$ cat src/rtl/vec_irq_ctrl.sv
module vec_irq_ctrl #(
  parameter int NSRC = 4,
  parameter logic [NSRC-1:0] LVL_SRC = 4'b1000,
  localparam int VW = $clog2(NSRC + 1)
) (
  input  logic            clk,
  input  logic            rst_n,
  input  logic [NSRC-1:0] evt_i,
  input  logic [NSRC-1:0] lvl_i,
  input  logic            reg_we,
  input  logic [1:0]      reg_addr,
  input  logic [NSRC-1:0] reg_wdata,
  output logic [NSRC-1:0] reg_rdata,
  output logic            irq_req,
  output logic [VW-1:0]   irq_vec,
  input  logic            cpu_ack,
  input  logic            reti
);

  logic [NSRC-1:0] flags, en, pend, sel_oh;
  logic [VW-1:0]   vec_raw;
  logic            gie;

  wire take = irq_req & cpu_ack;
  wire [NSRC-1:0] sw_clr  = (reg_we && reg_addr == 2'd1) ? reg_wdata : '0;
  wire [NSRC-1:0] ack_clr = take ? sel_oh : '0;

  assign pend    = (flags | (lvl_i & LVL_SRC)) & en;
  assign irq_req = gie & (|pend);
  assign irq_vec = irq_req ? vec_raw : '0;

  always_comb begin
    sel_oh  = '0;
    vec_raw = '0;
    for (int i = NSRC - 1; i >= 0; i--) begin
      if (pend[i]) begin
        sel_oh  = NSRC'(1) << i;
        vec_raw = VW'(i + 1);
      end
    end
  end

  always_ff @(posedge clk or negedge rst_n) begin
    if (!rst_n) begin
      flags <= '0;
      en    <= '0;
      gie   <= 1'b0;
    end else begin
      flags <= ((flags & ~sw_clr & ~ack_clr) | evt_i) & ~LVL_SRC;
      if (reg_we && reg_addr == 2'd0) en <= reg_wdata;
      if (take)                               gie <= 1'b0;
      else if (reti)                          gie <= 1'b1;
      else if (reg_we && reg_addr == 2'd2)    gie <= reg_wdata[0];
    end
  end

  always_comb begin
    case (reg_addr)
      2'd0:    reg_rdata = en;
      2'd1:    reg_rdata = flags;
      2'd2:    reg_rdata = NSRC'(gie);
      default: reg_rdata = '0;
    endcase
  end

endmodule

$ cat config.mk
export PLATFORM = sky130hd
export DESIGN_NAME = vec_irq_ctrl
export DESIGN_NICKNAME = d
export VERILOG_FILES = /design/src/rtl/vec_irq_ctrl.sv
export SDC_FILE = /design/constraint.sdc
export NUM_CORES = 1
export LEC_CHECK = 0
export CAP_MARGIN = 20
export CORE_AREA = 2 2 39 41
export DETAILED_ROUTE_END_ITERATION = 16
export DIE_AREA = 0 0 41 43
export HOLD_SLACK_MARGIN = 0.06
export PLACE_DENSITY = 0.77
export SYNTH_ARGS = -nofsm -noshare
export SYNTH_HDL_FRONTEND = slang
export SYNTH_SLANG_ARGS = --single-unit
export TNS_END_PERCENT = 100
$ cat constraint.sdc
create_clock -name clk -period 2.2 [get_ports clk]
set_clock_uncertainty 0.2 [all_clocks]
set_input_delay 0.44 -clock clk [delete_from_list [all_inputs] [get_ports clk]]
set_output_delay 0.44 -clock clk [all_outputs]
set_load 0.005 [all_outputs]
==> results.py, run 1 <==
metrics = {
    "outcome": {
        "run_status": "finished, final reports clean",
    },
    "synthesis": {
        "yosys_most_used_dff": "sky130_fd_sc_hd__dfrtp_1",
        "mappedNetlistNets": 67,
        "synth_compound_gate_area_share_pct": 11.3,
        "postSynthAreaPerCell_sq_um": 10.1,
        "ys_seq_elements": 8,
        "synth_top_family_by_area": "simple AND/OR/NAND/NOR gates",
        "synth_fa_ha_area_share_pct": 0,
        "cell_type_with_the_highest_aggregate_area_in_the_netlist": "sky130_fd_sc_hd__dfrtp_1",
        "synth.yosys.seq_area_share_pct": 41.1,
        "yosys.area_share.xor_xnor_pct": 0,
        "synth_top_area_share_pct": 41.1,
        "post_synth_inst_count": 48,
        "synth-simple-area-share_pct": 27.5,
        "synthTopCellsByCount": "sky130_fd_sc_hd__dfrtp_1, sky130_fd_sc_hd__nand2_1, sky130_fd_sc_hd__mux2_1, sky130_fd_sc_hd__nand3_1, sky130_fd_sc_hd__nor2_1",
        "synthDistinctLibCells": 18,
        "postSynth.asyncResetShare_pct": 100,
        "mappedNetlistArea_sq_um": 487,
        "yosys_warnings": 0,
        "post_synth_mux_area_share_pct": 17.7,
        "synth_top_cells_by_area": "sky130_fd_sc_hd__dfrtp_1, sky130_fd_sc_hd__mux2_1, sky130_fd_sc_hd__mux2i_1, sky130_fd_sc_hd__nand2_1, sky130_fd_sc_hd__a31o_1",
        "synth_edf_count": 0,
    },
    "clocking": {
        "clock_root_cell": "sky130_fd_sc_hd__clkbuf_4",
        "cts.sink_count": 8,
        "cts-root-to-sink-buffers": 2,
        "cts_max_level": 1,
        "holdBufCountCts": 0,
        "path_clk_slew_ns": 0.06,
        "cts-buffers-inserted": 3,
        "clk-insertion-delay-late_ns": 0.26,
        "clock_tree_from_tritoncts": "yes",
    },
    "global_routing": {
        "grt_remaining_overflow": 0,
        "maximum_number_of_pins_on_one_net_before_global_route_repair": 9,
        "track_usage_pct": 19.4,
        "number_of_global_route_vias_before_repair": 528,
        "initial_antenna_violation_count": 0,
        "grt_pass1_wl_um": 2260,
    },
    "placement": {
        "routabilityCongestion": 0.829,
        "place_hpwl_um": 996,
        "worst_slack_after_detailed_placement_ns": -0.301,
        "buffer_ports.inserted": 22,
    },
    "die": {
        "rows": 14,
        "die_width_um": 41,
        "design.die.area_sq_um": 1760,
        "starting_density_of_the_core_pct": 35.2,
        "num_io_pins": 27,
        "die_y_um": 43,
        "core_sq_um": 1380,
    },
    "pwr": {
        "power_mw": 0.528,
        "powerDensity_nw_per_um2": 654,
        "max-vdd-ir-drop_mv": 0.380,
        "p_leak_nw": 0.363,
    },
    "drt": {
        "route.detailed.drc": 0,
        "wl_um": 1460,
        "avgRoutedWirePerCell_um": 15.2,
        "vias_per_cell": 5.53,
        "firstDrtPassIters": 4,
        "starting_drt_drc_count": 16,
        "detail-route-antenna-nets": 0,
        "num_vias": 531,
    },
    "min_path": {
        "worstHoldPathType": "in -> async",
    },
    "timing": {
        "timing.final.max_slew_violations": 0,
        "fin_crit_ns": 2.13,
        "layout_setup_ws_ns": 0.0704,
        "min_period_over_period_pct": 96.8,
        "timing_worst_slew_pin_value_ns": 0.397,
        "hold_viol_final": 0,
        "max_freq_mhz": 470,
        "setup_viol": 0,
        "timing.max_slew.rel_slack_pct": 73.5,
        "grt_setup_unrepaired": "no",
    },
    "setup_path": {
        "required_time_of_the_worst_setup_path_ns": 1.56,
        "critPathCaptureType": "output port",
        "critical_path_maximum_fanout": 4,
        "worst_ep_arrival_time_ns": 1.49,
        "critical_path_class": "reg -> out",
        "critical_path.startpoint_type": "flip-flop",
    },
    "cells_and_area": {
        "drive_gt1_share_pct": 18.8,
        "final_net_count": 101,
        "area_growth_pct": 65.8,
        "antenna_cells_inserted": 0,
    },
    "run": {
        "maxCapViolations": 0,
    },
}
-- kinds of logic (layout without fill, tap and decap cells) --
group,count (synthesis),in the layout
AO/OA/AOI/OAI,7,7
buffers and inverters,1,33
flip-flops,8,8
AND/OR/NAND/NOR,24,24
multiplexers,8,8
-- per-layer routing --
layer  wire (um)  vias to the layer above  GRT usage [%]
met5           0                        -              0
met4          28                        0           12.7
met3         133                        4           6.28
met2         717                       31           28.4
met1         578                      255           23.1
li1            -                      241              -
-- final timing paths --
kind                                     from                  to  slack [ns]  cells past startpoint
setup / recovery           flags[2]$_DFF_PN0_             irq_req        0.07                      5
hold / removal                          rst_n   en[2]$_DFFE_PN0P_        0.27                      1
setup reg to reg              gie$_DFFE_PN0P_  flags[2]$_DFF_PN0_        0.83                      3
hold reg to reg             en[3]$_DFFE_PN0P_   en[3]$_DFFE_PN0P_        0.31                      1
max in group asynchronous               rst_n     gie$_DFFE_PN0P_        1.24                      1
min in group clk            en[3]$_DFFE_PN0P_   en[3]$_DFFE_PN0P_        0.31                      1
-- timing repair --
item                       CTS  global route
buffers inserted             2             1
gates resized for setup     10             3
setup endpoints to repair    7             2
pin swaps                    1             2
-- critical path, cell delays in order, from the launching register on --
cell and delay, ns:
sky130_fd_sc_hd__dfrtp_1 0.43, sky130_fd_sc_hd__a22oi_2 0.19, sky130_fd_sc_hd__buf_4 0.15, sky130_fd_sc_hd__nand3_2 0.07, sky130_fd_sc_hd__and2_1 0.14, sky130_fd_sc_hd__dlygate4sd2_1 0.25
-- cells in the final DEF (no fill, tap or decap), types with 2 or more instances in the layout --
master,Yosys,layout
sky130_fd_sc_hd__nand2_1,8,7
sky130_fd_sc_hd__a31o_1,3,3
sky130_fd_sc_hd__and2_1,2,2
sky130_fd_sc_hd__nand3b_1,2,2
sky130_fd_sc_hd__nand3_1,4,3
sky130_fd_sc_hd__dlygate4sd2_1,0,8
sky130_fd_sc_hd__nor2_1,4,4
sky130_fd_sc_hd__mux2_1,5,5
sky130_fd_sc_hd__dfrtp_1,8,8
sky130_fd_sc_hd__mux2i_1,3,3
sky130_fd_sc_hd__clkdlybuf4s50_1,0,13
sky130_fd_sc_hd__clkbuf_4,0,3
sky130_fd_sc_hd__buf_4,0,7
-- through the flow --
step	TNS, ns	hold slack, ns	instance area [sq um]	utilization, %	instances
after global routing	0	0.295	807	58.3	96
after global placement	-1.08	0.296	753	54.4	90
after CTS	0	0.274	790	57.1	95
after detailed placement	-1.07	0.310	753	54.4	90
final	0	0.269	807	58.3	96
after floorplan	0	-0.0556	487	-	48
-- cell type report --
class / instances / area, sq um
flip-flops and latches: 8 / 200
fillers: 126 / 577
repair buffers: 30 / 277
multi-input cells: 39 / 288
clock buffers: 3 / 22.5
well taps: 16 / 20.0
-- report_power, final --
group          internal, mW  switching, mW  leakage, nW  total, mW
logic                 0.126         0.0855        0.263      0.212
clock network        0.0625         0.0514       0.0138      0.114
registers             0.173         0.0296       0.0870      0.202
-- state kept, by name, summed over array words and instances (netlist names) --
register	flops
flags	3
en	4
gie	1
No activity file was read; power rests on OpenSTA's default activity.
==> inputs of run 2 (changes only) <==
Settings changed: CAP_MARGIN 20 to 0.
==> results of run 2 <==
No change in the layout: final DEF, timing and power equal those of run 1.
